File: config.mk
export PLATFORM = sky130hd
export DESIGN_NAME = hazard_ctrl
export DESIGN_NICKNAME = d
export VERILOG_FILES = /design/src/rtl/hz_pkg.sv /design/src/rtl/hz_fwd_unit.sv /design/src/rtl/hz_loaduse_det.sv /design/src/rtl/hz_flow_ctrl.sv /design/src/rtl/hazard_ctrl.sv
export SDC_FILE = /design/constraint.sdc
export NUM_CORES = 1
export LEC_CHECK = 0
export BUFFER_PORTS_ARGS = -buffer_cell sky130_fd_sc_hd__buf_2
export CORE_MARGIN = 4
export CORE_UTILIZATION = 34
export DETAILED_ROUTE_END_ITERATION = 12
export PLACE_DENSITY = 0.83
export SLEW_MARGIN = 25
export SYNTH_ARGS = -nofsm -noshare
export SYNTH_HDL_FRONTEND = slang
export SYNTH_SLANG_ARGS = --single-unit
File: constraint.sdc
create_clock -name vclk -period 2
set_input_delay 0.4 -clock vclk [all_inputs]
set_output_delay 0.4 -clock vclk [all_outputs]
set_load 0.1 [all_outputs]
File: src/rtl/hz_pkg.sv
package hz_pkg;
  typedef enum logic [1:0] {
    FWD_REGFILE  = 2'd0,
    FWD_FROM_MEM = 2'd1,
    FWD_FROM_WB  = 2'd2
  } fwd_sel_e;
endpackage

File: src/rtl/hz_fwd_unit.sv
module hz_fwd_unit
  import hz_pkg::*;
#(
  parameter int REG_W = 5
) (
  input  logic             use_valid,
  input  logic [REG_W-1:0] src_idx,
  input  logic             mem_valid,
  input  logic [REG_W-1:0] mem_rd,
  input  logic             mem_wr_en,
  input  logic             wb_valid,
  input  logic [REG_W-1:0] wb_rd,
  input  logic             wb_wr_en,
  output fwd_sel_e         sel
);
  logic mem_hit, wb_hit;

  always_comb begin
    mem_hit = mem_valid && mem_wr_en && (mem_rd != '0) && (mem_rd == src_idx);
    wb_hit  = wb_valid  && wb_wr_en  && (wb_rd  != '0) && (wb_rd  == src_idx);
    sel = FWD_REGFILE;
    if (use_valid) begin
      if (mem_hit)     sel = FWD_FROM_MEM;
      else if (wb_hit) sel = FWD_FROM_WB;
    end
  end
endmodule

File: src/rtl/hz_loaduse_det.sv
module hz_loaduse_det #(
  parameter int REG_W = 5,
  parameter int NSRC  = 2
) (
  input  logic                       id_valid,
  input  logic [NSRC-1:0][REG_W-1:0] id_src,
  input  logic [NSRC-1:0]            id_used,
  input  logic                       ex_valid,
  input  logic [REG_W-1:0]           ex_rd,
  input  logic                       ex_wr_en,
  input  logic                       ex_is_load,
  output logic                       hazard
);
  logic            ld_live;
  logic [NSRC-1:0] src_hit;

  assign ld_live = ex_valid && ex_is_load && ex_wr_en && (ex_rd != '0);

  for (genvar g = 0; g < NSRC; g++) begin : g_src
    assign src_hit[g] = id_used[g] && (id_src[g] == ex_rd);
  end

  assign hazard = ld_live && id_valid && (|src_hit);
endmodule

File: src/rtl/hz_flow_ctrl.sv
module hz_flow_ctrl (
  input  logic hazard,
  input  logic br_taken,
  output logic stall_if,
  output logic stall_id,
  output logic bubble_ex,
  output logic squash_if,
  output logic squash_id,
  output logic squash_ex
);
  logic hold;

  always_comb begin
    hold      = hazard && !br_taken;
    stall_if  = hold;
    stall_id  = hold;
    bubble_ex = hold;
    squash_if = br_taken;
    squash_id = br_taken;
    squash_ex = br_taken;
  end
endmodule

File: src/rtl/hazard_ctrl.sv
module hazard_ctrl
  import hz_pkg::*;
#(
  parameter int REG_W = 5
) (
  input  logic             id_valid,
  input  logic [REG_W-1:0] id_rs1,
  input  logic [REG_W-1:0] id_rs2,
  input  logic             id_rs1_used,
  input  logic             id_rs2_used,
  input  logic             ex_valid,
  input  logic [REG_W-1:0] ex_rs1,
  input  logic [REG_W-1:0] ex_rs2,
  input  logic [REG_W-1:0] ex_rd,
  input  logic             ex_wr_en,
  input  logic             ex_is_load,
  input  logic             mem_valid,
  input  logic [REG_W-1:0] mem_rd,
  input  logic             mem_wr_en,
  input  logic             wb_valid,
  input  logic [REG_W-1:0] wb_rd,
  input  logic             wb_wr_en,
  input  logic             br_taken,
  output logic [1:0]       fwd_sel_a,
  output logic [1:0]       fwd_sel_b,
  output logic             stall_if,
  output logic             stall_id,
  output logic             bubble_ex,
  output logic             squash_if,
  output logic             squash_id,
  output logic             squash_ex
);
  localparam int NSRC = 2;

  logic [NSRC-1:0][REG_W-1:0] ex_src, id_src;
  logic [NSRC-1:0]            id_used;
  fwd_sel_e                   sel [NSRC];
  logic                       ld_hazard;

  assign ex_src  = {ex_rs2, ex_rs1};
  assign id_src  = {id_rs2, id_rs1};
  assign id_used = {id_rs2_used, id_rs1_used};

  for (genvar g = 0; g < NSRC; g++) begin : g_fwd
    hz_fwd_unit #(.REG_W(REG_W)) u_fwd (
      .use_valid (ex_valid),
      .src_idx   (ex_src[g]),
      .mem_valid (mem_valid),
      .mem_rd    (mem_rd),
      .mem_wr_en (mem_wr_en),
      .wb_valid  (wb_valid),
      .wb_rd     (wb_rd),
      .wb_wr_en  (wb_wr_en),
      .sel       (sel[g])
    );
  end

  assign fwd_sel_a = sel[0];
  assign fwd_sel_b = sel[1];

  hz_loaduse_det #(.REG_W(REG_W), .NSRC(NSRC)) u_ld (
    .id_valid   (id_valid),
    .id_src     (id_src),
    .id_used    (id_used),
    .ex_valid   (ex_valid),
    .ex_rd      (ex_rd),
    .ex_wr_en   (ex_wr_en),
    .ex_is_load (ex_is_load),
    .hazard     (ld_hazard)
  );

  hz_flow_ctrl u_flow (
    .hazard    (ld_hazard),
    .br_taken  (br_taken),
    .stall_if  (stall_if),
    .stall_id  (stall_id),
    .bubble_ex (bubble_ex),
    .squash_if (squash_if),
    .squash_id (squash_id),
    .squash_ex (squash_ex)
  );
endmodule

=== After elaboration in Yosys (flattened, before gate mapping) ===
Cells that the tools add are included.

* Flip-flop bits (word level): 0
* Bits of input ports: 46
* Output and inout bits: 10
* Logic and storage cells: 33

* Equal/unequal tests: 6
* Multiplexer cells: 6
* Reduce and logical (&&, ||, !) cells: 21

{| class="wikitable"
|+ Operators by type and width
! operator !! count
|-
| equality test 5 bit || 6
|-
| logical AND 1 bit || 16
|-
| nonzero test 5 bit || 3
|-
| two-way mux 2 bit || 6
|-
| OR reduction 2 bit || 1
|-
| zero test 1 bit || 1
|}

=== Longest topological paths before layout ===
Gate-level depths: netlist of run 1.

* Depth in word-level cells: 6
* Depth in mapped cells: 5
* Mapped depth without buffers: 4

=== Cells and area by module ===
Synthesis of run 1 repeated with hierarchy kept, for this count alone.

* Cells, all modules: 74
* Area, all modules: 536.8 um^2

{| class="wikitable"
|+ Modules (own cells, without submodules)
! module !! times used !! cells each !! area an instance (um^2) !! seq. area each (um^2)
|-
| hz_fwd_unit || 2 || 25 || 172.7 || 0.0
|-
| hz_loaduse_det || 1 || 18 || 140.1 || 0.0
|-
| hz_flow_ctrl || 1 || 6 || 51.3 || 0.0
|}

=== Worst setup path after synthesis of run 1 ===
No wires, ideal clock.

* Path type: input port to output port
* From: input mem_rd[1]
* To: output fwd_sel_a[1]
* Arrival: 3.246 ns
* Required time: 1.600 ns
* Setup slack: -1.646 ns
* Stages on the path: 4
* Path buffers: 0
* Cell sequence: or4_1 o211ai_2 nor4_1 nor3_1

* Longest elaborated chain between the ends: 5
* Elaborated cells between the ends (all ways): 6
* Those cells by class: eq/ne: 1; mux: 2; reduce/logical: 3

{| class="wikitable"
|+ RTL lines
! what !! RTL line !! source
|-
| start, declared || hazard_ctrl.sv:18 || <nowiki>input logic [REG_W-1:0] mem_rd,</nowiki>
|-
| nonzero test 5 bit || hz_fwd_unit.sv:19 || <nowiki>mem_hit = mem_valid && mem_wr_en && (mem_rd != '0) && (mem_rd == src_idx);</nowiki>
|-
| logical AND 1 bit || hz_fwd_unit.sv:19 ||
|-
| logical AND 1 bit (*) || hz_fwd_unit.sv:19 ||
|-
| two-way mux 2 bit (*) || hz_fwd_unit.sv:23 || <nowiki>if (mem_hit) sel = FWD_FROM_MEM;</nowiki>
|-
| two-way mux 2 bit (*) || hz_fwd_unit.sv:22 || <nowiki>if (use_valid) begin</nowiki>
|-
| end, declared || hazard_ctrl.sv:24 || <nowiki>output logic [1:0] fwd_sel_a,</nowiki>
|}

Mark *: on every way between the ends. The rest lies on a longest branch, timed or not.

=== Worst setup path after layout of run 1 ===
* From: input mem_rd[1]
* To: output fwd_sel_b[0]

* Longest elaborated chain between the ends: 5
* Elaborated cells between the ends (all ways): 6
* Those cells by class: eq/ne: 1; mux: 2; reduce/logical: 3

{| class="wikitable"
|+ RTL lines
! what !! RTL line !! source
|-
| nonzero test 5 bit || hz_fwd_unit.sv:19 ||
|-
| logical AND 1 bit || hz_fwd_unit.sv:19 ||
|-
| logical AND 1 bit (*) || hz_fwd_unit.sv:19 ||
|-
| two-way mux 2 bit (*) || hz_fwd_unit.sv:23 ||
|-
| two-way mux 2 bit (*) || hz_fwd_unit.sv:22 ||
|-
| end, declared || hazard_ctrl.sv:25 || <nowiki>output logic [1:0] fwd_sel_b,</nowiki>
|}

Marks and branches as above.

==> results of run 1 <==
## placed cells by master, fill, tap and decap left out, drive strengths merged
cell	n
xor2	18
o2111ai	1
o21ai	1
nor2	1
nor3	4
o211ai	1
nand3	6
and2	2
xnor2	12
or4	3
nand4	1
nor4	4
a21oi	1
buf	70
## metrics by stage
stage / instance area [um2] / cells / setup WS [ps] / utilization (%) / setup TNS, ps
2_1_floorplan: 513 / 60 / -335 / - / -1320
3_3_place_gp: 951 / 138 / -122 / 80.2 / -584
3_5_place_dp: 951 / 138 / -208 / 80.2 / -884
4_1_cts: 1030 / 139 / -169 / 87.2 / -583
5_1_grt: 1070 / 139 / -205 / 90.1 / -1240
6_report: 1070 / 139 / -161 / 90.1 / -885
## final timing paths
check	to	slack [ps]
worst max-delay path	fwd_sel_b[0]	-160
worst min-delay path	squash_if	1210
## per-layer routing
metal,vias up,track usage (%)
met5,-,0
met4,0,11.4
met3,18,2.44
met2,42,40.4
met1,344,24.8
li1,338,-
## kinds of logic (layout without fill, tap and decap cells)
kind of cell | after synthesis | in the layout | share of synthesized area [%]
buffers and inverters | 5 | 70 | 8.27
AOI/OAI and AO/OA | 4 | 4 | 6.88
xor gates and xnor gates | 30 | 30 | 57.9
and+or+nand+nor | 21 | 21 | 27.0
## cell type report
cell class | instances | share of cell area [%]
Tap cell | 14 | 1.64
Multi-Input combinational cell | 55 | 48.0
Timing Repair Buffer | 70 | 50.4
## report_power, final
part | switching (mW) | leakage [nW] | internal [mW]
Combinational | 0.116 | 0.478 | 0.102
Clock | 0 | 0 | 0
Sequential | 0 | 0 | 0
Total | 0.116 | 0.478 | 0.102
## what timing repair did
action / 4_1_cts / 5_1_grt
gates resized for setup: 15 / 6
buffers inserted: 1 / 0
pin swaps: 7 / 5
endpoints found under the setup margin: 7 / 7
==> impl_metrics.py, run 1 <==
metrics = {
    "critical_path": {
        "cp_slowest_cell": "or4_4",
        "crit_chain": "buf_8, or4_4, o211ai_4, nor4_2, and2_2, buf_12",
        "cp.depth": 6,
        "critical_path_buf_inv_count": 2,
        "worst_ep_arrival_time_ps": 1760,
        "cp.required_ps": 1600,
        "slowest_delay_ps": 540,
        "crit_fanout": 2,
        "end_kind": "output pin",
        "crit_family": "simple AND/OR/NAND/NOR gates",
        "cp-startpoint": "mem_rd[1]",
        "worstSetupPathType": "in2out",
        "critPathLaunchType": "input port",
    },
    "worst_hold_path": {
        "hold_path.class": "in2out",
        "min-delay-start": "br_taken",
        "hold_path_depth": 2,
    },
    "final_layout": {
        "layout-drive-gt1-share_pct": 66.4,
        "multiInputGateArea_um2": 513,
        "diodes": 0,
        "fillCellCount": 56,
        "finalNetCount": 173,
        "clock_buffers": 0,
        "seq_cell_count": 0,
        "syn2layout_area_growth_pct": 135,
        "seqCellArea_um2": 0,
    },
    "yosys": {
        "yosysTopAreaCell": "xor2_1",
        "synth.cells.most_frequent": "xor2_1 (18), xnor2_1 (12), nand3_1 (6)",
        "synthesis.area_um2": 454,
        "avgSynthCellArea_um2": 7.57,
        "syn_inst": 60,
        "synth-seq-area-share_pct": 0,
        "yosys.area.top_type_share_pct": 34.7,
        "synth_area_leaders": "xor2_1 (35%), xnor2_1 (23%), buf_4 (8.3%)",
        "post-synth-top-count-cell": "xor2_1",
        "yosysWarnings": 0,
        "synth_fp_nets": 106,
        "synth_cell_types": 14,
    },
    "timing": {
        "period_minus_slack_ps": 2160,
        "setup_viol": 7,
        "rsz0062_at_grt": "true",
        "finalHoldViolations": 0,
        "final_max_slew_viol_count": 0,
        "max_freq_mhz": 463,
        "fin_crit_sh_pct": 108,
        "worstMarginPinSlew_ps": 496,
        "setup_ws_ps": -161,
        "fin_hold_ws_ps": 1210,
        "slew_headroom_pct": 67.2,
    },
    "grt": {
        "grt_pass1_wl_mm": 3.37,
        "grt_start_max_net_pins": 5,
        "grt_overflow": 0,
        "grt_pass1_vias": 756,
        "grt_usage_pct": 22.2,
        "antenna_found_initial": 0,
    },
    "floorplan": {
        "core_area_um2": 1190,
        "ios": 56,
        "die_area_um2": 1980,
        "die_h_um": 44.6,
        "rows": 12,
        "die_w_um": 44.6,
        "start_util_pct": 38.3,
    },
    "pwr": {
        "finalPower_mw": 0.219,
        "power.density_nw_per_um2": 205,
        "leakagePower_nw": 0.478,
        "peakVddDrop_v": 0.000142,
    },
    "routing": {
        "drt_first_pass_iters": 4,
        "wl_per_cell_um": 18.9,
        "drcViolationCount": 0,
        "wl_met3_um": 132,
        "vias": 742,
        "wirelength_mm": 2.63,
        "vias_per_cell": 5.34,
        "drt_iter0_drc": 5,
        "m1WireLength_um": 826,
        "wl_met2_mm": 1.48,
        "detail-route-antenna-nets": 0,
        "top_layer": "met4",
    },
    "outcome": {
        "violations": "negative setup slack",
        "status": "finished with violations",
    },
    "place": {
        "portBuffers": 56,
        "dp_hpwl_mm": 1.72,
        "place_congestion": 0.851,
    },
    "clocking": {
        "ctsHoldBuffers": 0,
    },
    "job": {
        "drv_cap": 0,
    },
}
Note: power is estimated with default switching activity, not from simulation.
==> run 2: changes to the inputs <==
Settings changed: RECOVER_POWER set to 50, SLEW_MARGIN 25 to 20.
==> run 2 against run 1 <==
- the flow still finishes with violations (negative setup slack)
- fmax stayed put
- non-clock buffer count unchanged
- die area is the same
- total power about the same
- critical path type unchanged
==> impl_metrics.py, run 2 (same netlist as run 1, synthesis figures left out) <==
metrics = {
    "outcome": {
        "status": "finished with violations",
        "violations": "negative setup slack",
    },
    "routing": {
        "detail-route-antenna-nets": 0,
        "drcViolationCount": 0,
        "vias": 742,
        "drt_first_pass_iters": 4,
        "vias_per_cell": 5.34,
        "wirelength_mm": 2.63,
        "wl_per_cell_um": 18.9,
        "drt_iter0_drc": 5,
    },
    "job": {
        "drv_cap": 0,
    },
    "place": {
        "portBuffers": 56,
        "place_congestion": 0.851,
        "dp_hpwl_mm": 1.72,
        "dp_cells": 138,
        "dpl_worst_slack_ps": -208,
    },
    "final_layout": {
        "finalNetCount": 173,
        "syn2layout_area_growth_pct": 135,
        "clock_buffers": 0,
        "layout-drive-gt1-share_pct": 66.4,
        "diodes": 0,
        "mostFrequentLayoutCells": "buf_2 (41), xor2_1 (16), buf_4 (14)",
        "utilization_pct": 90.1,
        "seq_cell_count": 0,
        "fin_cells": 139,
        "final_common_cell": "buf_2",
        "seqCellArea_um2": 0,
    },
    "worst_hold_path": {
        "hold_path.class": "in2out",
    },
    "floorplan": {
        "core_area_um2": 1190,
        "rows": 12,
        "die_w_um": 44.6,
        "ios": 56,
        "start_util_pct": 38.3,
        "die_area_um2": 1980,
        "die_h_um": 44.6,
    },
    "critical_path": {
        "worst_ep_arrival_time_ps": 1760,
        "end_kind": "output pin",
        "cp.required_ps": 1600,
        "worstSetupPathType": "in2out",
        "crit_fanout": 2,
        "critPathLaunchType": "input port",
    },
    "timing": {
        "worstMarginPinSlew_ps": 539,
        "max_freq_mhz": 463,
        "period_minus_slack_ps": 2160,
        "setup_viol": 7,
        "finalHoldViolations": 0,
        "setup_ws_ps": -161,
        "slew_headroom_pct": 64.2,
        "fin_hold_ws_ps": 1220,
        "rsz0062_at_grt": "true",
        "fin_crit_sh_pct": 108,
        "final_max_slew_viol_count": 0,
    },
    "clocking": {
        "ctsHoldBuffers": 0,
    },
    "grt": {
        "grt_pass1_wl_mm": 3.37,
        "grt_start_max_net_pins": 5,
        "grt_overflow": 0,
        "grt_usage_pct": 22.2,
        "antenna_found_initial": 0,
        "grt_pass1_vias": 756,
    },
    "pwr": {
        "leakagePower_nw": 0.478,
        "power.density_nw_per_um2": 205,
        "peakVddDrop_v": 0.000142,
        "finalPower_mw": 0.219,
    },
}
-- run 2: cell types whose count changed in the layout (fill, tap and decap cells not counted), sizes merged --
cell	previous run	this run
clkbuf	0	1
buf	70	69
-- run 2: repair_timing --
action / 4_1_cts / 5_1_grt
resized for setup: 15 / 6
setup buffers: 1 / 0
pin swaps: 7 / 5
gates cloned: 0 / 0
setup endpoints to repair: 7 / 7
-- run 2: layout make-up --
class | count | area, um2
Timing Repair Buffer | 70 | 538
Multi-Input combinational cell | 55 | 513
Fill cell | 56 | 118
Tap cell | 14 | 17.5
-- run 2: metrics by stage --
stage                     TNS (ps)  instance area, um2
after floorplan              -1320                 513
after global placement        -584                 951
after detailed placement      -884                 951
after CTS                     -583                1030
after global routing         -1240                1070
final                         -885                1070
-- run 2: power by group --
part / total, mW / internal, mW / switching [mW]
Combinational: 0.219 / 0.102 / 0.116
Clock: 0 / 0 / 0
Sequential: 0 / 0 / 0
-- run 2: metal layers --
layer | share of wire [%] | up-vias | track usage [%]
li1 | - | 338 | -
met1 | 32 | 344 | 24.8
met2 | 56 | 42 | 40.4
met3 | 5.0 | 18 | 2.44
met4 | 7.0 | 0 | 11.4
met5 | 0 | - | 0
-- run 2: final timing paths --
check                     start  slack (ps)  cells past startpoint           end
worst max-delay path  mem_rd[1]        -160                      6  fwd_sel_b[0]
worst min-delay path   br_taken        1220                      2     squash_id
-- run 2: worst max-delay path: stages --
cell and delay [ps]:
buf_8 100, or4_4 540, o211ai_4 230, nor4_2 100
and2_2 220, buf_12 160
==> run 3: changes to the inputs <==
==> constraint.sdc (replaced) <==
create_clock -name vclk -period 2
set_input_delay 0.2 -clock vclk [all_inputs]
set_output_delay 0.2 -clock vclk [all_outputs]
set_load 0.1 [all_outputs]
==> run 3 against run 2 <==
- the run now ends clean
- non-clock buffer count down 13
- global-route usage decreased by 7.1 points
- total power down 26%
- die area is the same
- hold slack got worse by 380 ps
- critical path depth stayed put
- flip-flop and latch count is the same
- wire length decreased by 41%
- via count down 16%
- combinational power fell by 26%
- count of clock-buffer cells in the layout stayed put
- first-iteration DRC count decreased by 60%
==> impl_metrics.py, run 3 (same netlist as run 1, synthesis figures left out) <==
metrics = {
    "critical_path": {
        "end_kind": "output pin",
        "crit_fanout": 3,
        "slowest_delay_ps": 540,
        "worst_ep_arrival_time_ps": 1590,
        "cp-startpoint": "mem_rd[1]",
        "critPathLaunchType": "input port",
        "crit_chain": "buf_2, or4_1, o211ai_2, nor4_1, nor3_4, buf_12",
        "crit_family": "simple AND/OR/NAND/NOR gates",
        "worstSetupPathType": "in2out",
        "cp_slowest_cell": "or4_1",
        "cp.required_ps": 1800,
        "critical_path_buf_inv_count": 2,
    },
    "pwr": {
        "peakVddDrop_v": 0.0000922,
        "p_int_mw": 0.0727,
        "comb_power_share_pct": 100.0,
        "p_seq_share_pct": 0,
        "swShare_pct": 55.2,
        "power.density_nw_per_um2": 191,
        "finalPower_mw": 0.162,
        "leakagePower_nw": 0.377,
        "netSwitchingPower_mw": 0.0895,
        "pwr-share-clk_pct": 0,
    },
    "final_layout": {
        "finalNetCount": 160,
        "fin_cells": 126,
        "final_common_cell": "buf_2",
        "seqCellArea_um2": 0,
        "diodes": 0,
        "clock_buffers": 0,
        "seq_cell_count": 0,
        "syn2layout_area_growth_pct": 87.1,
        "mostFrequentLayoutCells": "buf_2 (46), xor2_1 (18), xnor2_1 (12)",
        "layout-drive-gt1-share_pct": 53.6,
    },
    "worst_hold_path": {
        "hold_path_depth": 3,
        "min_to": "fwd_sel_a[0]",
        "min-delay-start": "ex_valid",
        "hold_path.class": "in2out",
    },
    "floorplan": {
        "core_area_um2": 1190,
        "die_h_um": 44.6,
        "ios": 56,
        "die_area_um2": 1980,
        "die_w_um": 44.6,
        "start_util_pct": 38.3,
        "rows": 12,
    },
    "timing": {
        "tns_ps": 0,
        "max_freq_mhz": 558,
        "rsz0062_at_grt": "false",
        "slew_headroom_pct": 21.7,
        "fin_crit_sh_pct": 89.5,
        "worstMarginPinSlew_ps": 1180,
        "setup_viol": 0,
        "period_minus_slack_ps": 1790,
        "setup_ws_ps": 209,
        "finalHoldViolations": 0,
        "final_max_slew_viol_count": 0,
    },
    "grt": {
        "grt_pass1_wl_mm": 2.39,
        "grt_usage_pct": 15.1,
        "antenna_found_initial": 0,
        "grt_pass1_vias": 626,
        "grt_start_max_net_pins": 5,
        "grt_overflow": 0,
    },
    "place": {
        "portBuffers": 56,
        "place_congestion": 0.873,
        "dp_cells": 126,
        "dp_hpwl_mm": 1.47,
        "dpl_worst_slack_ps": 191,
    },
    "clocking": {
        "post-cts-setup-buffers": 0,
        "cts_resized": 0,
        "ctsHoldBuffers": 0,
    },
    "routing": {
        "drt_iter0_drc": 2,
        "wl_per_cell_um": 12.2,
        "wirelength_mm": 1.54,
        "vias_per_cell": 4.96,
        "drcViolationCount": 0,
        "detail-route-antenna-nets": 0,
        "drt_first_pass_iters": 4,
        "vias": 625,
    },
    "job": {
        "drv_cap": 0,
    },
    "outcome": {
        "status": "complete, no violations",
    },
}
[run 3: cell count changes in the layout (fill, tap and decap cells not counted), sizes merged]
| cell | previous run | this run |
|---|---|---|
| clkbuf | 1 | 3 |
| buf | 69 | 54 |
[run 3: cell type report]
class	instances	area, um2
well taps	14	17.5
fillers	98	337
multi-input cells	55	443
repair buffers	57	389
[run 3: stage by stage]
step                      hold WS [ps]  area (um2)  utilization [%]
after floorplan                    612         488                -
after global placement             796         861             72.6
after detailed placement           801         861             72.6
after CTS                          801         861             72.6
after global routing               840         850             71.6
final                              832         850             71.6
[run 3: metal layers]
| layer | global-route usage, % | vias up | part of all wire, % |
|---|---|---|---|
| met5 | 0 | - | 0 |
| met4 | 0 | 0 | 0 |
| met3 | 2.44 | 0 | 16 |
| met2 | 31.2 | 42 | 49 |
| met1 | 16.4 | 267 | 35 |
| li1 | - | 316 | - |
[run 3: power by group through the flow]
stage	clock [mW]	sequential (mW)	combinational (mW)
after floorplan	0	0	0.0887
after global placement	0	0	0.159
after detailed placement	0	0	0.164
after CTS	0	0	0.164
after global routing	0	0	0.176
final	0	0	0.162
[run 3: worst max-delay path by stage]
stage                    to  slack [ps]  cells after the start
6_report       fwd_sel_a[1]         210                      6
3_3_place_gp   fwd_sel_b[0]         250                      6
5_1_grt        fwd_sel_b[0]         120                      6
4_1_cts        fwd_sel_a[1]         190                      6
2_1_floorplan  fwd_sel_a[1]          -2                      4
3_5_place_dp   fwd_sel_a[1]         190                      6
